--- config.mk ---
export PLATFORM = sky130hd
export DESIGN_NAME = cpu16_core
export DESIGN_NICKNAME = d
export VERILOG_FILES = /design/src/rtl/cpu16_pkg.sv /design/src/rtl/cpu16_alu.sv /design/src/rtl/cpu16_regfile.sv /design/src/rtl/cpu16_retstack.sv /design/src/rtl/cpu16_core.sv
export SDC_FILE = /design/constraint.sdc
export NUM_CORES = 1
export LEC_CHECK = 0
export BUFFER_PORTS_ARGS = -buffer_cell sky130_fd_sc_hd__buf_2
export CORE_UTILIZATION = 45
export CTS_BUF_LIST = sky130_fd_sc_hd__clkbuf_2
export DETAILED_ROUTE_END_ITERATION = 7
export SYNTH_ARGS = -nofsm -noshare
export SYNTH_HDL_FRONTEND = slang
export SYNTH_HIERARCHICAL = 1
export SYNTH_SLANG_ARGS = --single-unit
export TNS_END_PERCENT = 10
--- constraint.sdc ---
create_clock -name clk -period 5.9 [get_ports clk]
set_input_delay 0.59 -clock clk [delete_from_list [all_inputs] [get_ports clk]]
set_output_delay 0.59 -clock clk [all_outputs]
set_load 0.02 [all_outputs]
--- src/rtl/cpu16_pkg.sv ---
`timescale 1ns/1ps
// Shared constants and types for the 16-bit core.
// Assumes the fixed 16-bit instruction encoding; widths below follow from it.
package cpu16_pkg;

    localparam int DATA_W   = 16;
    localparam int ADDR_W   = 12;
    localparam int REG_AW   = 3;
    localparam int NUM_REGS = 1 << REG_AW;
    localparam int IMM_W    = 8;

    // primary opcodes
    localparam logic [3:0] OP_MOVI  = 4'h0;
    localparam logic [3:0] OP_ADDI  = 4'h1;
    localparam logic [3:0] OP_SUBI  = 4'h2;
    localparam logic [3:0] OP_ANDI  = 4'h3;
    localparam logic [3:0] OP_LDA   = 4'h4;
    localparam logic [3:0] OP_STA   = 4'h5;
    localparam logic [3:0] OP_ADDM  = 4'h6;
    localparam logic [3:0] OP_SUBM  = 4'h7;
    localparam logic [3:0] OP_JMP   = 4'h8;
    localparam logic [3:0] OP_JZ    = 4'h9;
    localparam logic [3:0] OP_JNZ   = 4'hA;
    localparam logic [3:0] OP_JC    = 4'hB;
    localparam logic [3:0] OP_CALL  = 4'hC;
    localparam logic [3:0] OP_GROUP = 4'hF;

    // secondary opcodes under OP_GROUP
    localparam logic [3:0] SUB_RET  = 4'h0;
    localparam logic [3:0] SUB_MOV  = 4'h1;
    localparam logic [3:0] SUB_LDI  = 4'h2;
    localparam logic [3:0] SUB_STI  = 4'h3;
    localparam logic [3:0] SUB_ROL  = 4'h4;
    localparam logic [3:0] SUB_XOR  = 4'hA;

    typedef enum logic [1:0] {
        ST_FETCH  = 2'd0,
        ST_DECODE = 2'd1,
        ST_EXEC   = 2'd2,
        ST_WB     = 2'd3
    } state_e;

    typedef enum logic [2:0] {
        ALU_PASS, ALU_ADD, ALU_SUB, ALU_AND, ALU_XOR, ALU_ROL
    } alu_op_e;

    typedef enum logic [1:0] {
        B_IMM_S, B_IMM_Z, B_MEM, B_OPY
    } bsel_e;

    typedef enum logic [1:0] {
        CND_ALWAYS, CND_Z, CND_NZ, CND_C
    } cond_e;

    typedef struct packed {
        alu_op_e alu_op;
        bsel_e   b_sel;
        logic    wr_reg;
        logic    a_is_ra;
        logic    set_flags;
        logic    mem_rd;
        logic    mem_wr;
        logic    indirect;
        logic    jmp;
        cond_e   cond;
        logic    call;
        logic    ret;
    } ctl_t;

endpackage

--- src/rtl/cpu16_alu.sv ---
`timescale 1ns/1ps
// Arithmetic/logic unit: combinational, produces result, zero and carry.
// Assumes subtract reports borrow in the carry output.
module cpu16_alu
    import cpu16_pkg::*;
#(
    parameter int W = DATA_W
) (
    input  logic [W-1:0] a_i,
    input  logic [W-1:0] b_i,
    input  alu_op_e      op_i,
    output logic [W-1:0] y_o,
    output logic         z_o,
    output logic         c_o
);

    logic [W:0] wide;

    // Select the operation and the carry source.
    always_comb begin
        wide = '0;
        unique case (op_i)
            ALU_ADD:  wide = {1'b0, a_i} + {1'b0, b_i};
            ALU_SUB:  wide = {1'b0, a_i} - {1'b0, b_i};
            ALU_AND:  wide = {1'b0, a_i & b_i};
            ALU_XOR:  wide = {1'b0, a_i ^ b_i};
            ALU_ROL:  wide = {a_i[W-1], a_i[W-2:0], a_i[W-1]};
            default:  wide = {1'b0, b_i};
        endcase
    end

    assign y_o = wide[W-1:0];
    assign c_o = wide[W];
    assign z_o = (wide[W-1:0] == '0);

endmodule

--- src/rtl/cpu16_regfile.sv ---
`timescale 1ns/1ps
// General register file: N registers, two combinational read ports, one write port.
// Assumes a single write per cycle; all registers clear on reset.
module cpu16_regfile
    import cpu16_pkg::*;
#(
    parameter int W  = DATA_W,
    parameter int N  = NUM_REGS,
    localparam int AW = $clog2(N)
) (
    input  logic          clk,
    input  logic          rst_n,
    input  logic          we_i,
    input  logic [AW-1:0] waddr_i,
    input  logic [W-1:0]  wdata_i,
    input  logic [AW-1:0] raddr_a_i,
    output logic [W-1:0]  rdata_a_o,
    input  logic [AW-1:0] raddr_b_i,
    output logic [W-1:0]  rdata_b_o
);

    logic [W-1:0] regs [N];

    for (genvar g = 0; g < N; g++) begin : g_reg
        // Hold one register; load it when addressed by the write port.
        always_ff @(posedge clk) begin
            if (!rst_n) begin
                regs[g] <= '0;
            end else if (we_i && (waddr_i == AW'(g))) begin
                regs[g] <= wdata_i;
            end
        end
    end

    assign rdata_a_o = regs[raddr_a_i];
    assign rdata_b_o = regs[raddr_b_i];

endmodule

--- src/rtl/cpu16_retstack.sv ---
`timescale 1ns/1ps
// Private return-address LIFO with a wrapping pointer and sticky misuse flag.
// Assumes DEPTH is a power of two; push and pop are never asserted together.
module cpu16_retstack #(
    parameter int W     = 12,
    parameter int DEPTH = 4,
    localparam int PW   = $clog2(DEPTH),
    localparam int CW   = PW + 1
) (
    input  logic         clk,
    input  logic         rst_n,
    input  logic         push_i,
    input  logic         pop_i,
    input  logic [W-1:0] push_data_i,
    output logic [W-1:0] top_o,
    output logic         err_o
);

    logic [W-1:0]  entry [DEPTH];
    logic [PW-1:0] sp_q;
    logic [CW-1:0] cnt_q;
    logic          err_q;

    for (genvar g = 0; g < DEPTH; g++) begin : g_entry
        // Hold one slot; written by a push aimed at it.
        always_ff @(posedge clk) begin
            if (!rst_n) begin
                entry[g] <= '0;
            end else if (push_i && (sp_q == PW'(g))) begin
                entry[g] <= push_data_i;
            end
        end
    end

    // Move the pointer, track occupancy and latch misuse.
    always_ff @(posedge clk) begin
        if (!rst_n) begin
            sp_q  <= '0;
            cnt_q <= '0;
            err_q <= 1'b0;
        end else if (push_i) begin
            sp_q <= sp_q + 1'b1;
            if (cnt_q == CW'(DEPTH)) err_q <= 1'b1;
            else                     cnt_q <= cnt_q + 1'b1;
        end else if (pop_i) begin
            sp_q <= sp_q - 1'b1;
            if (cnt_q == '0) err_q <= 1'b1;
            else             cnt_q <= cnt_q - 1'b1;
        end
    end

    assign top_o = entry[sp_q - 1'b1];
    assign err_o = err_q;

endmodule

--- src/rtl/cpu16_core.sv ---
`timescale 1ns/1ps
// Multi-cycle 16-bit processor core: fetch, decode, execute, writeback.
// Assumes memory answers reads combinationally in the same cycle as mem_addr.
module cpu16_core
    import cpu16_pkg::*;
#(
    parameter int STACK_DEPTH = 4
) (
    input  logic              clk,
    input  logic              rst_n,
    output logic [ADDR_W-1:0] mem_addr,
    input  logic [DATA_W-1:0] mem_rdata,
    output logic [DATA_W-1:0] mem_wdata,
    output logic              mem_we,
    output logic              stack_err
);

    localparam int EXT_W = DATA_W - IMM_W;

    state_e            state_q;
    logic [ADDR_W-1:0] pc_q;
    logic [DATA_W-1:0] ir_q;
    logic [DATA_W-1:0] opx_q, opy_q, res_q;
    logic              res_z_q, res_c_q;
    logic              flag_z_q, flag_c_q;

    logic [3:0]        f_op, f_sub;
    logic [REG_AW-1:0] f_rx, f_ry, rd_sel, dst;
    logic [IMM_W-1:0]  f_kk;
    logic [ADDR_W-1:0] f_abs;
    ctl_t              ctl;

    logic [DATA_W-1:0] rd_a, rd_b, alu_b, alu_y;
    logic              alu_z, alu_c;
    logic              taken;
    logic [ADDR_W-1:0] pc_inc, pc_nxt, stk_top;
    logic              in_wb, in_exec;

    assign f_op  = ir_q[15:12];
    assign f_abs = ir_q[ADDR_W-1:0];
    assign f_rx  = ir_q[10:8];
    assign f_kk  = ir_q[IMM_W-1:0];
    assign f_ry  = ir_q[6:4];
    assign f_sub = ir_q[3:0];

    assign in_wb   = (state_q == ST_WB);
    assign in_exec = (state_q == ST_EXEC);

    // Translate the instruction word into datapath controls.
    always_comb begin
        ctl = '{alu_op: ALU_PASS, b_sel: B_IMM_S, cond: CND_ALWAYS, default: 1'b0};
        unique case (f_op)
            OP_MOVI: begin ctl.wr_reg = 1'b1; end
            OP_ADDI: begin ctl.alu_op = ALU_ADD; ctl.wr_reg = 1'b1; ctl.set_flags = 1'b1; end
            OP_SUBI: begin ctl.alu_op = ALU_SUB; ctl.wr_reg = 1'b1; ctl.set_flags = 1'b1; end
            OP_ANDI: begin
                ctl.alu_op = ALU_AND; ctl.b_sel = B_IMM_Z;
                ctl.wr_reg = 1'b1;    ctl.set_flags = 1'b1;
            end
            OP_LDA: begin
                ctl.b_sel = B_MEM; ctl.a_is_ra = 1'b1;
                ctl.mem_rd = 1'b1; ctl.wr_reg = 1'b1;
            end
            OP_STA: begin ctl.a_is_ra = 1'b1; ctl.mem_wr = 1'b1; end
            OP_ADDM, OP_SUBM: begin
                ctl.alu_op    = (f_op == OP_ADDM) ? ALU_ADD : ALU_SUB;
                ctl.b_sel     = B_MEM;  ctl.a_is_ra = 1'b1;
                ctl.mem_rd    = 1'b1;   ctl.wr_reg  = 1'b1;
                ctl.set_flags = 1'b1;
            end
            OP_JMP: begin ctl.jmp = 1'b1; ctl.cond = CND_ALWAYS; end
            OP_JZ:  begin ctl.jmp = 1'b1; ctl.cond = CND_Z; end
            OP_JNZ: begin ctl.jmp = 1'b1; ctl.cond = CND_NZ; end
            OP_JC:  begin ctl.jmp = 1'b1; ctl.cond = CND_C; end
            OP_CALL: begin ctl.call = 1'b1; end
            OP_GROUP: begin
                unique case (f_sub)
                    SUB_RET: ctl.ret = 1'b1;
                    SUB_MOV: begin ctl.b_sel = B_OPY; ctl.wr_reg = 1'b1; end
                    SUB_LDI: begin
                        ctl.b_sel  = B_MEM;  ctl.mem_rd = 1'b1;
                        ctl.indirect = 1'b1; ctl.wr_reg = 1'b1;
                    end
                    SUB_STI: begin ctl.mem_wr = 1'b1; ctl.indirect = 1'b1; end
                    SUB_ROL: begin ctl.alu_op = ALU_ROL; ctl.wr_reg = 1'b1; ctl.set_flags = 1'b1; end
                    SUB_XOR: begin
                        ctl.alu_op = ALU_XOR; ctl.b_sel = B_OPY;
                        ctl.wr_reg = 1'b1;    ctl.set_flags = 1'b1;
                    end
                    default: ;
                endcase
            end
            default: ;
        endcase
    end

    assign rd_sel = ctl.a_is_ra ? '0 : f_rx;
    assign dst    = rd_sel;

    cpu16_regfile #(
        .W (DATA_W),
        .N (NUM_REGS)
    ) u_regs (
        .clk       (clk),
        .rst_n     (rst_n),
        .we_i      (in_wb && ctl.wr_reg),
        .waddr_i   (dst),
        .wdata_i   (res_q),
        .raddr_a_i (rd_sel),
        .rdata_a_o (rd_a),
        .raddr_b_i (f_ry),
        .rdata_b_o (rd_b)
    );

    // Pick the second ALU operand.
    always_comb begin
        unique case (ctl.b_sel)
            B_IMM_Z: alu_b = {{EXT_W{1'b0}}, f_kk};
            B_MEM:   alu_b = mem_rdata;
            B_OPY:   alu_b = opy_q;
            default: alu_b = {{EXT_W{f_kk[IMM_W-1]}}, f_kk};
        endcase
    end

    cpu16_alu #(
        .W (DATA_W)
    ) u_alu (
        .a_i  (opx_q),
        .b_i  (alu_b),
        .op_i (ctl.alu_op),
        .y_o  (alu_y),
        .z_o  (alu_z),
        .c_o  (alu_c)
    );

    cpu16_retstack #(
        .W     (ADDR_W),
        .DEPTH (STACK_DEPTH)
    ) u_stack (
        .clk         (clk),
        .rst_n       (rst_n),
        .push_i      (in_wb && ctl.call),
        .pop_i       (in_wb && ctl.ret),
        .push_data_i (pc_inc),
        .top_o       (stk_top),
        .err_o       (stack_err)
    );

    // Evaluate the branch condition against the stored flags.
    always_comb begin
        unique case (ctl.cond)
            CND_Z:   taken = flag_z_q;
            CND_NZ:  taken = !flag_z_q;
            CND_C:   taken = flag_c_q;
            default: taken = 1'b1;
        endcase
    end

    // Choose the next program counter.
    always_comb begin
        pc_inc = pc_q + 1'b1;
        pc_nxt = pc_inc;
        if ((ctl.jmp && taken) || ctl.call) pc_nxt = f_abs;
        if (ctl.ret)                        pc_nxt = stk_top;
    end

    // Step the four-state sequencer.
    always_ff @(posedge clk) begin
        if (!rst_n) begin
            state_q <= ST_FETCH;
        end else begin
            unique case (state_q)
                ST_FETCH:  state_q <= ST_DECODE;
                ST_DECODE: state_q <= ST_EXEC;
                ST_EXEC:   state_q <= ST_WB;
                default:   state_q <= ST_FETCH;
            endcase
        end
    end

    // Capture the instruction word and the register operands.
    always_ff @(posedge clk) begin
        if (!rst_n) begin
            ir_q  <= '0;
            opx_q <= '0;
            opy_q <= '0;
        end else if (state_q == ST_FETCH) begin
            ir_q <= mem_rdata;
        end else if (state_q == ST_DECODE) begin
            opx_q <= rd_a;
            opy_q <= rd_b;
        end
    end

    // Hold the execute result until writeback.
    always_ff @(posedge clk) begin
        if (!rst_n) begin
            res_q   <= '0;
            res_z_q <= 1'b0;
            res_c_q <= 1'b0;
        end else if (in_exec) begin
            res_q   <= alu_y;
            res_z_q <= alu_z;
            res_c_q <= alu_c;
        end
    end

    // Commit program counter and status flags at writeback.
    always_ff @(posedge clk) begin
        if (!rst_n) begin
            pc_q     <= '0;
            flag_z_q <= 1'b0;
            flag_c_q <= 1'b0;
        end else if (in_wb) begin
            pc_q <= pc_nxt;
            if (ctl.set_flags) begin
                flag_z_q <= res_z_q;
                flag_c_q <= res_c_q;
            end
        end
    end

    assign mem_addr  = (in_exec && (ctl.mem_rd || ctl.mem_wr))
                     ? (ctl.indirect ? opy_q[ADDR_W-1:0] : f_abs)
                     : pc_q;
    assign mem_wdata = opx_q;
    assign mem_we    = in_exec && ctl.mem_wr;

endmodule

======== Yosys cells after proc, flatten, opt, wreduce, memory -nomap -nowiden ========
Memory sizes are Yosys's and may differ from the RTL's. A register that Yosys moved wholly into a read port is not among the register bits.
Index checks and enable logic that the tools add are counted.
storage, ports and cells
  memories kept ........................... 2
  output and inout bits ................... 30
  bits of input ports ..................... 18
  bits in registers ....................... 56
  bits in writable memories ............... 176
operators by class
  multiplexer cells ....................... 88
  add/sub/neg operators ................... 7
  reductions and logical operators ........ 45
  bitwise operators ....................... 15
  equality and inequality tests ........... 46
memories
  memory         words  width  read ports  clocked after Yosys merged registers in  wr ports  line                  text
  u_regs.regs    8      16     2           2                                        8         cpu16_regfile.sv:22   logic [W-1:0] regs [N];
  u_stack.entry  4      12     1           0                                        4         cpu16_retstack.sv:19  logic [W-1:0] entry [DEPTH];
operator list
  cell                                                                   number
  16-bit 2-to-1 mux                                                      8
  12-bit 2-to-1 mux                                                      8
  17-bit one-hot mux with 5 select lines                                 1
  1-bit 2-to-1 mux                                                       51
  16-bit one-hot mux with 3 select lines                                 1
  4-bit equality test, second input constant                             7
  3-bit equality test, second input constant                             7
  4-bit by 3-bit equality test with 1-bit output, second input constant  5
  1-bit logical AND                                                      18
  16-bit by 16-bit adder with 17-bit output                              1
  16-bit by 16-bit subtractor with 17-bit output                         1
  16-bit AND                                                             1
  2-bit equality test, second input constant                             8
  4-bit by 2-bit equality test with 1-bit output, second input constant  4
  16-bit zero test                                                       1
  16-bit XOR                                                             1
  3-bit 2-to-1 mux                                                       5
  3-bit one-hot mux with 5 select lines                                  1
  12-bit by 1-bit adder with 12-bit output, second input constant        1
  3-bit by 2-bit equality test with 1-bit output, second input constant  4
  1-bit OR                                                               12
  2-bit one-hot mux with 3 select lines                                  2
  3-bit one-hot mux with 4 select lines                                  1
  2-bit by 1-bit equality test with 1-bit output, second input constant  4
  27 further kinds                                                       48

======== Longest topological paths before layout ========
Gate-level depths: netlist of the first run.
  depth in word-level cells ............... 10
  depth in mapped cells ................... 26
  mapped depth without buffers ............ 22

======== Hierarchy ========
The synthesis of the first run kept the hierarchy.
by module, submodules not included
  module          cells each  area each (um^2)  seq. area each (um^2)  times used
  cpu16_regfile   431         6880.3            3843.7                 1
  cpu16_core      494         4476.8            1641.6                 1
  cpu16_retstack  168         2489.9            1561.5                 1
  cpu16_alu       327         2229.6            0.0                    1

======== Least setup slack after synthesis of the first run ========
OpenSTA, ideal clock, no wires.
  path kind ............................... flip-flop to flip-flop
  from .................................... register ir_q[1]
  to ...................................... register res_z_q
  arrival time ............................ 5.700 ns
  slack ................................... 0.134 ns
  required time ........................... 5.835 ns
  stages on the path, launching flop included .. 27
  period minus slack after synthesis ...... 5.766 ns
  path buffers ............................ 7
  cells stage by stage .................... dfxtp_1 -> buf_2 -> or3_1 -> clkbuf_1 -> nor3_1 -> o21ai_0 -> o21ai_0 -> buf_2 -> buf_1 -> buf_1 -> clkbuf_1 -> nor2_1 -> and2_1 -> clkbuf_1 -> nor2_1 -> xnor2_1 -> ha_1 -> o21a_1 -> o211ai_1 -> a31oi_1 -> or3_1 -> a31o_1 -> or4b_1 -> or4_1 -> nor3_2 -> mux2i_1 -> nor2b_1
RTL lines
  element                   line               text
  start: declaration        cpu16_core.sv:22   logic [DATA_W-1:0] ir_q;
  start signal: assignment  cpu16_core.sv:188  ir_q <= mem_rdata;
  end signal: assignment    cpu16_core.sv:203  res_z_q <= alu_z;
  end: declaration          cpu16_core.sv:24   logic res_z_q, res_c_q;

======== Worst setup path after layout of the first run ========
  from .................................... register ir_q[13]
  to ...................................... register res_z_q
between the ends
  longest elaborated chain between the ends .. 8
ends and longest elaborated chain
  element                                                                                                             line                              text
  4-bit by 3-bit equality test with 1-bit output                                                                      cpu16_core.sv:52                  unique case (f_op)
  3-bit OR reduction (no line)                                                                                        -
  2-bit one-hot mux with 3 select lines *                                                                             cpu16_core.sv:52
  2-bit equality test / 2-bit by 1-bit equality test with 1-bit output (equally long branches)                        cpu16_core.sv:117                 unique case (ctl.b_sel)
  16-bit one-hot mux with 3 select lines *                                                                            cpu16_core.sv:117
  net alu_b[0]                                                                                                        cpu16_core.sv:33                  logic [DATA_W-1:0] rd_a, rd_b, alu_b, alu_y;
  16-bit by 16-bit subtractor with 17-bit output / 16-bit by 16-bit adder with 17-bit output (equally long branches)  cpu16_alu.sv:24, cpu16_alu.sv:23
  17-bit one-hot mux with 5 select lines *                                                                            cpu16_alu.sv:22                   unique case (op_i)
  net alu_y[9]                                                                                                        cpu16_core.sv:33
  16-bit zero test *                                                                                                  cpu16_alu.sv:34                   assign z_o = (wide[W-1:0] == '0);
  net alu_z                                                                                                           cpu16_core.sv:34                  logic alu_z, alu_c;
The timed path passes the listed nets; every way through them passes the cells marked *.
A chain may end at the register's enable or synchronous reset.

==> metrics, run 1 <==
asr flop ratio synth=0; leakage power=6.51 nW; Worst-Skew Late Latency=0.99 ns; gpl congestion=0.877; Worst-Margin Slew=1.18 ns; CP max stage delay=around 0.58 ns; synthesized net count=1482; initial cell density of the core=0.461; vias in the first global route=11700; Syn. warnings=6; post-synth cell types=86; post-synthesis sequential area ratio=0.438; commonest cells after routing, fill and taps aside=edfxtp_1, nor3_1, clkbuf_2, nor2b_1, dfxtp_1; Crit. End Element=flop; PortBufs=47; dpl hpwl=approximately 30000 um; clk root buf=clkbuf_2; violation count after the first detailed-routing iteration=between 1000 and 1500; drt first pass iters=6; Num CTS Buffers=75; RSZ-0062 raised after global routing=no; fin crit period=around 5.5 ns; GRT overflow=0; number of max-cap violations=0; detailed-route wire length=44800 um; Yosys reg bits=264; drt wl/cell=22.3 um; crit-path cells=and2b_1, nor2_1, nor3_1, a221o_1, inv_1, ha_1, nand2_1, nor3_1, nor2_1, xnor2_1, ha_1, o21a_1, o211ai_1, a31oi_1, or3_1, a31o_1, or4b_1, or4_1, nor3_2, mux2i_1, nor2b_1; critical path data required time=6.76 ns; Clock Path Buffers=3; pwr/cell area=around 330 mW/mm^2; Fin Clk Skew=0.115 ns; fill count=3149; WS Path Type=reg2reg; hold crit path type=in2reg; Setup TNS=0 ns; startpoint types=flop; Vias=11900; first-pass GRT wire length=69000 um; Slew headroom=0.215; Post-synth EDFFs=between 150 and 200; total core area=approximately 0.035 mm^2; Slew Limit Fails=0; CTS tree=built; Tcrit/Tclk final=0.934; worst vdd ir=approximately 0.35 mV; Fmax=0.181 GHz; commonest non-fill, non-tap cell in the layout=edfxtp_1; Die Ht=191 um; Main synth FF type=edfxtp_1; Gate Count Post-Synth=roughly 1400; std cell rows=68; area grow syn2layout=9.23%; Routed Antenna Nets=0; die area=~0.036 mm^2; Cell Area, Synth=0.0161 mm^2; Avg Inst Size Synth=11.3 um^2; outcome=completed; H-tree levels=3; pin count of the biggest net entering global routing=65; initial antenna violation count=2; Vias/cell=5.94; Die Width=191 um; I/O pin count=48; layout cells sized above 1=0.192; Arrival @ worst endpoint=between 6 and 7 ns; DRC=0; clk sink count=264; Layout Utilization=0.503; CTS clock-pin slew for the worst setup and hold paths=0.10 ns; Crit-path slowest cell=dfxtp_1; final setup fails=0; crit-path max FO=12; aggregate global-route resource usage=0.251; Final #Nets=1549; Fin. Hold Viols=0
[logic make-up (layout without fill, tap and decap cells)]
| group | Yosys count | count (layout) | share of synthesized area |
|---|---|---|---|
| AOI/OAI and AO/OA | 205 | 205 | 0.0919 |
| and+or+nand+nor | 514 | 514 | 0.175 |
| adders and majority gates | 44 | 44 | 0.0352 |
| xor gates and xnor gates | 31 | 31 | 0.0169 |
| other | 0 | 3 | 0 |
| DFF | 264 | 264 | 0.438 |
| muxes | 192 | 192 | 0.194 |
| buffers and inverters | 170 | 296 | 0.0482 |
[repair_timing]
action,in CTS,in global routing
setup buffers,0,2
resized for setup,0,1
setup endpoints to repair,0,1
hold buffers,15,0
endpoints found under the hold margin,15,0
[final cells by class]
| type | instances | area [um^2] | area share |
|---|---|---|---|
| Sequential cell | 264 | 7050 | 0.401 |
| Multi-Input combinational cell | 986 | 8320 | 0.474 |
| Inverter | 60 | 225 | 0.0128 |
| Antenna cell | 3 | 7.51 | 0.000428 |
| Tap cell | 455 | 569 | 0.0324 |
| Clock buffer | 112 | 561 | 0.0319 |
| Clock inverter | 24 | 158 | 0.00898 |
| Timing Repair Buffer | 100 | 673 | 0.0383 |
[layer usage]
metal	part of all wire	vias up	track usage
li1	-	5569	-
met1	0.44	5849	0.342
met2	0.46	403	0.388
met3	0.071	76	0.0547
met4	0.028	0	0.0966
met5	0	-	0
[metrics by stage]
step / hold slack, ns / area [um^2] / instances / setup slack (ns) / power (W)
finish: 0.0768 / 17600 / 2004 / 0.388 / 0.00578
global route: 0.00933 / 17600 / 2004 / 0.0561 / 0.00612
CTS: 0.00539 / 17500 / 1999 / 0.353 / 0.00580
detailed placement: 0.450 / 16700 / 1848 / 0.387 / 0.00439
global placement: 0.440 / 16700 / 1848 / 0.490 / 0.00437
floorplan: 0.434 / 16100 / 1420 / 0.134 / 0.00381
[critical path, delay by kind of cell (launching register included)]
family	cells	cell delay (ns)
AOI/OAI and AO/OA	5	1.05
muxes	1	0.09
adders and majority gates	2	0.52
and+or+nand+nor	11	2.90
buffers and inverters	1	0.14
xor gates and xnor gates	1	0.15
DFF	1	0.58
[power by group]
| group | internal (W) | switching, W | leakage (nW) |
|---|---|---|---|
| Clock | 0.000597 | 0.000802 | 0.535 |
| Combinational | 0.000860 | 0.00128 | 3.44 |
| Sequential | 0.00209 | 0.000149 | 2.53 |
| Total | 0.00355 | 0.00223 | 6.51 |
[sequential cells by signal (all words and copies together), names as in the netlist, 2 cells and up]
| register | flops |
|---|---|
| u_stack/cnt_q | 3 |
| opy_q | 16 |
| res_q | 16 |
| mem_wdata | 16 |
| pc_q | 12 |
| state_q | 2 |
| ir_q | 16 |
| u_stack/sp_q | 2 |
| u_stack/entry | 48 |
| u_regs/regs | 128 |
[worst paths after layout]
| path | from | to | slack (ns) | cells after the start |
|---|---|---|---|---|
| min reg2reg | res_c_q | flag_c_q | 0.47 | 2 |
| max | ir_q[13] | res_z_q | 0.39 | 21 |
| max reg2reg | ir_q[13] | res_z_q | 0.39 | 21 |
| min | mem_rdata[8] | ir_q[8] | 0.08 | 3 |
[cells in the mapped netlist, types with 20 or more instances]
| cell | number | area, um^2 |
|---|---|---|
| a21oi_1 | 34 | 170 |
| and2_1 | 55 | 344 |
| clkbuf_1 | 55 | 206 |
| dfxtp_1 | 88 | 1760 |
| edfxtp_1 | 176 | 5290 |
| ha_1 | 42 | 526 |
| inv_1 | 44 | 165 |
| mux2_2 | 33 | 372 |
| mux2i_1 | 83 | 831 |
| mux4_1 | 56 | 1470 |
| mux4_2 | 20 | 450 |
| nand2_1 | 57 | 214 |
| nor2_1 | 61 | 229 |
| nor2b_1 | 96 | 601 |
| nor3_1 | 146 | 731 |
| o21ai_0 | 52 | 260 |
| xnor2_1 | 23 | 201 |
Power figures use the tool's default switching activity.
==> inputs of run 2 (changes only) <==
--- a/config.mk
+++ b/config.mk
@@ -11,2 +11,4 @@
 export DETAILED_ROUTE_END_ITERATION = 7
+export PLACE_DENSITY_LB_ADDON = 0.3
+export SKIP_LAST_GASP = 1
 export SYNTH_ARGS = -nofsm -noshare
==> constraint.sdc (replaced) <==
create_clock -name clk -period 5.9 [get_ports clk]
set_input_delay 1.77 -clock clk [delete_from_list [all_inputs] [get_ports clk]]
set_output_delay 1.77 -clock clk [all_outputs]
set_load 0.02 [all_outputs]
==> run 2 against run 1 <==
  * Sequential power is essentially flat
  * Utilization shrank 0.51 points
  * Final cell count shrank 0.65%
  * Worst hold slack gained 0.39 ns
  * Power shrank 0.66%
  * Sequential share of layout area grew 0.41 points
  * Critical path type unchanged
  * Highest routed layer unchanged
==> metrics, run 2 (synthesized netlist as in run 1, its figures left out) <==
aggregate global-route resource usage=0.244 (-0.00656); commonest cells after routing, fill and taps aside=edfxtp_1, nor3_1, clkbuf_2, nor2b_1, dfxtp_1; Setup TNS=0 ns (unchanged); clk root buf=clkbuf_2; CTS resizes=0 (unchanged); Crit. End Element=flop; number of max-cap violations=0 (unchanged); fin crit period=5.51 ns (-0.000637 ns); H-tree levels=3 (unchanged); Cells after DPL=1855 (+0.38%); Clock Path Buffers=3 (unchanged); Arrival @ worst endpoint=6.39 ns (+0.02 ns); Tcrit/Tclk final=0.934 (about the same); commonest non-fill, non-tap cell in the layout=edfxtp_1; pin count of the biggest net entering global routing=71 (+9.2%); hold path cells=2 (-1); CTS tree=built; worst vdd ir=0.164 mV (-53%); initial antenna violation count=3 (+1); Routed Antenna Nets=0 (unchanged); fill count=3160 (+0.35%); violation count after the first detailed-routing iteration=1087 (-2.8%); hold crit path type=reg2reg; total core area=0.0349 mm^2 (unchanged); Slew headroom=0.226 (+0.0112); I/O pin count=48 (unchanged); DRC=0 (unchanged); RSZ-0062 raised after global routing=no; startpoint types=flop; R2R depth=19 (-9.5%); die area=0.0365 mm^2 (unchanged); pwr/cell area=330 mW/mm^2 (+0.36%); crit-path max FO=18 (+6); drt first pass iters=6 (unchanged); area grow syn2layout=8.12%; Die Ht=191 um (unchanged); Vias/cell=5.98 (+0.72%); Final #Nets=1537 (-0.77%); GRT overflow=0 (unchanged); clk sink count=264 (unchanged); total setup buffers inserted after CTS=0 (unchanged); dpl hpwl=29900 um (about the same); layout cells sized above 1=0.190 (-0.00163); Num CTS Buffers=73 (-2.7%); std cell rows=68 (unchanged); leakage power=6.43 nW (-1.2%); Slew Limit Fails=0 (unchanged); initial cell density of the core=0.461 (unchanged); vias in the first global route=11700 (-0.37%); gpl congestion=0.896 (+2.2%); WS Path Type=reg2reg; Regs by FF count=u_regs/regs (128), u_stack/entry (48); final setup fails=0 (unchanged); Die Width=191 um (unchanged); critical path data required time=6.78 ns (+0.02 ns); outcome=completed; Worst-Margin Slew=1.16 ns (-0.0166 ns); Biggest register=u_regs/regs; CTS clock-pin slew for the worst setup and hold paths=0.13 ns (+0.03 ns); first-pass GRT wire length=68100 um (-1.2%); Fmax=0.181 GHz (about the same); max reg flops=128 (unchanged); Fin. Hold Viols=0 (unchanged); Worst-Skew Late Latency=0.93 ns (-0.06 ns); non-filler cells, final=1991 (-0.65%); PortBufs=47 (unchanged); Post-CTS Hold Buffers=0 (-15); drt wl/cell=22.1 um (-1.1%); detailed-route wire length=44000 um (-1.7%); Vias=11900 (+0.067%); Fin Clk Skew=0.0772 ns (-0.0380 ns)
-- run 2: cell types whose count changed in the layout (fill, tap and decap cells not counted), sizes merged --
cell / previous run / this run
buf: 85 / 90
clkinv: 35 / 31
clkinvlp: 2 / 5
dlygate4sd3: 15 / 0
bufinv: 2 / 1
inv: 45 / 44
-- run 2: path summary, 6_finish.rpt --
check                           slack, ns      from       end
worst min-delay path                 0.47  flag_c_q  flag_c_q
worst max register to register       0.39  ir_q[15]   res_z_q
worst max-delay path                 0.39  ir_q[15]   res_z_q
worst min register to register       0.47  flag_c_q  flag_c_q
-- run 2: metrics by stage --
step | worst slack (ns) | hold slack, ns | total power (W) | instance area (um^2) | util
2_1_floorplan | 0.134 | 0.434 | 0.00381 | 16100 | -
3_3_place_gp | 0.133 | 0.445 | 0.00436 | 16700 | 0.478
3_5_place_dp | 0.0177 | 0.453 | 0.00439 | 16700 | 0.478
4_1_cts | 0.434 | 0.466 | 0.00575 | 17400 | 0.498
5_1_grt | 0.0974 | 0.491 | 0.00607 | 17400 | 0.498
6_report | 0.389 | 0.465 | 0.00574 | 17400 | 0.498
-- run 2: critical path: stages, from the launching register on --
cell,delay (ns)
dfxtp_1,0.39
nand4_4,0.36
or3_1,0.51
o22ai_4,0.34
buf_4,0.25
a221o_1,0.34
nand4b_1,0.22
nand2_1,0.09
xor2_1,0.15
ha_1,0.33
o21a_1,0.23
o211ai_1,0.24
a31oi_1,0.09
or3_1,0.34
a31o_1,0.24
or4b_1,0.52
or4_1,0.51
nor3_2,0.17
mux2i_1,0.09
nor2b_1,0.11
-- run 2: final cells by class --
cell class	count	area, um^2	area share
Multi-Input combinational cell	986	8290	0.477
Inverter	60	225	0.0130
Tap cell	455	569	0.0328
Timing Repair Buffer	90	558	0.0321
Sequential cell	264	7050	0.405
Clock buffer	112	561	0.0322
Antenna cell	3	7.51	0.000432
Clock inverter	21	125	0.00720
-- run 2: routing by layer --
layer | up-vias | GRT usage | wire, um
met5 | - | 0 | 0
met2 | 450 | 0.391 | 20700
met3 | 60 | 0.0422 | 2610
met4 | 0 | 0.0763 | 754
li1 | 5553 | - | -
met1 | 5842 | 0.336 | 19900
-- run 2: report_power, final --
part / switching [W] / internal, W / total [W] / leakage [nW]
sequential: 0.000141 / 0.00209 / 0.00223 / 2.53
combinational: 0.00128 / 0.000872 / 0.00215 / 3.39
clock: 0.000804 / 0.000549 / 0.00135 / 0.506
==> inputs of run 3 (changes only) <==
Settings changed: CORE_UTILIZATION 45 to 40.
==> run 3 against run 2 <==
  * Sequential power about the same
  * Non-clock buffer count decreased by 1
  * Worst setup slack improved by 0.18 ns
  * Power increased by 0.89%
  * Final cell count increased by 3.2%
  * Clock skew increased by 0.0038 ns
  * Highest routed layer unchanged
  * Combinational power about the same
  * Via count decreased by 0.32%
==> metrics, run 3 (synthesized netlist as in run 1, its figures left out) <==
aggregate global-route resource usage=0.215 (-0.0293); worst vdd ir=0.131 mV (-20%); Tcrit/Tclk final=0.904 (-0.0300); Slew headroom=0.173 (-0.0528); clk sink count=264 (unchanged); Num CTS Buffers=72 (-1.4%); Fmax=0.187 GHz (+3.3%); total core area=0.0397 mm^2 (+14%); worst path bufs/invs=1 (unchanged); hold crit path type=reg2reg; CTS tree=built; R2R depth=21 (+2); PortBufs=47 (unchanged); Routed Antenna Nets=0 (unchanged); detailed-route wire length=44300 um (+0.67%); clk root buf=clkbuf_2; fill count=3748 (+19%); Reg area=0.00705 mm^2 (unchanged); Vias=11900 (-0.32%); Cells after DPL=1924 (+3.7%); hold path cells=2 (unchanged); CP top delay family=simple AND/OR/NAND/NOR gates; initial cell density of the core=0.405 (-0.0562); Fin Clk Skew=0.0811 ns (+0.00383 ns); die area=0.0410 mm^2 (+12%); pwr/cell area=331 mW/mm^2 (+0.17%); dpl hpwl=29800 um (-0.55%); Crit. End Element=flop; first-pass GRT wire length=68000 um (-0.19%); layout cells sized above 1=0.192 (+0.00165); commonest cells after routing, fill and taps aside=edfxtp_1, nor3_1, clkbuf_2, nor2b_1, dfxtp_1; Worst-Skew Late Latency=0.90 ns (-0.03 ns); Fin. Hold Viols=0 (unchanged); critical path data required time=6.72 ns (-0.06 ns); Final #Nets=1535 (-0.13%); Reg-to-Reg End=res_z_q; Hold Path Sink=flag_c_q; Biggest register=u_regs/regs; area grow syn2layout=8.90%; Regs by FF count=u_regs/regs (128), u_stack/entry (48); most used cell along the critical path=nor2_1; initial antenna violation count=4 (+1); Crit-path slowest cell=or4b_1; DRC=0 (unchanged); H-tree levels=3 (unchanged); outcome=completed; Vias/cell=5.77 (-3.4%); critical path startpoint=ir_q[3]; hold path start=flag_c_q; WS Path Type=reg2reg; Arrival @ worst endpoint=6.15 ns (-0.24 ns); GRT overflow=0 (unchanged); Slew Limit Fails=0 (unchanged); max reg flops=128 (unchanged); CTS resizes=0 (unchanged); number of max-cap violations=0 (unchanged); fin crit period=5.33 ns (-0.177 ns); crit-path max FO=13 (-5); violation count after the first detailed-routing iteration=1066 (-1.9%); crit-path cells=or3b_4, a211oi_4, buf_4, nor3b_1, a221o_1, nor2_1, nand2_1, nor3_1, nor2_1, xnor2_1, ha_1, o21a_1, o211ai_1, a31oi_1, or3_1, a31o_1, or4b_1, or4_1, nor3_2, mux2i_1, nor2b_1; FF-to-FF setup slack=0.57 ns (+0.18 ns); Die Width=202 um (+6.0%); drt wl/cell=21.5 um (-2.5%); CP max stage delay=0.51 ns (about the same); footprint of the multi-input gates=0.00832 mm^2 (+0.36%); non-filler cells, final=2055 (+3.2%); total setup buffers inserted after CTS=0 (unchanged); Die Ht=202 um (+6.0%); leakage power=6.45 nW (+0.27%); Clock Path Buffers=3 (unchanged); gpl congestion=0.868 (-3.1%); commonest non-fill, non-tap cell in the layout=edfxtp_1; final setup fails=0 (unchanged); vias in the first global route=11600 (-1.1%); Setup TNS=0 ns (unchanged); std cell rows=73 (+7.4%); pin count of the biggest net entering global routing=75 (+5.6%); drt first pass iters=5 (-1); I/O pin count=48 (unchanged); RSZ-0062 raised after global routing=no; r2r startpoint=ir_q[3]; Worst-Margin Slew=1.24 ns (+0.0790 ns); CTS clock-pin slew for the worst setup and hold paths=0.12 ns (about the same); startpoint types=flop; Post-CTS Hold Buffers=0 (unchanged)
-- run 3: cell count changes in the layout (fill, tap and decap cells not counted), moves of 2 or more --
cell and change:
bufinv_16 +2, o21ai_1 -8, clkinvlp_4 -4, clkbuf_2 -9, diode_2 +2, clkinv_2 +3, o21ai_2 +8
-- run 3: through the flow --
stage	hold WS, ns	utilization	power [W]	instance area (um^2)	worst slack [ns]
after floorplan	0.434	-	0.00381	16100	0.134
after global placement	0.444	0.423	0.00439	16800	0.117
after detailed placement	0.453	0.423	0.00441	16800	0.0433
after CTS	0.470	0.440	0.00582	17500	0.552
after global routing	0.486	0.441	0.00612	17500	0.256
final	0.471	0.441	0.00579	17500	0.566
-- run 3: routing by layer --
metal / GRT usage / vias to the layer above / share of wire
met1: 0.294 / 5855 / 0.45
met5: 0 / - / 0
li1: - / 5536 / -
met4: 0.0717 / 0 / 0.020
met2: 0.346 / 409 / 0.47
met3: 0.0356 / 67 / 0.060
-- run 3: area by class of cell --
| cell class | count | share of cell area |
|---|---|---|
| clock inverter | 23 | 0.0102 |
| tap | 525 | 0.0375 |
| clock buffer | 103 | 0.0294 |
| multi-input combinational | 986 | 0.475 |
| sequential | 264 | 0.403 |
| antenna | 5 | 0.000715 |
| inverter | 60 | 0.0129 |
| timing repair buffer | 89 | 0.0316 |
-- run 3: how the worst max path moves through the flow --
stage | slack, ns | cells after the start | to
3_5_place_dp | 0.04 | 19 | res_z_q
3_3_place_gp | 0.12 | 19 | res_z_q
2_1_floorplan | 0.13 | 26 | res_z_q
5_1_grt | 0.26 | 21 | res_z_q
6_report | 0.57 | 21 | res_z_q
4_1_cts | 0.55 | 7 | mem_addr[1]
-- run 3: where the power goes --
group	switching, W	leakage [nW]	internal, W
sequential	0.000133	2.53	0.00209
combinational	0.00129	3.40	0.000876
clock	0.000794	0.515	0.000602
-- run 3: worst register-to-register path, stage by stage, from the launching register on --
cell and delay [ns]:
dfxtp_1 0.46, or3b_4 0.48, a211oi_4 0.28, buf_4 0.22, nor3b_1 0.06, a221o_1 0.30, nor2_1 0.18, nand2_1 0.09
nor3_1 0.25, nor2_1 0.09, xnor2_1 0.13, ha_1 0.32, o21a_1 0.17, o211ai_1 0.24, a31oi_1 0.09, or3_1 0.34
a31o_1 0.24, or4b_1 0.51, or4_1 0.50, nor3_2 0.16, mux2i_1 0.09, nor2b_1 0.10
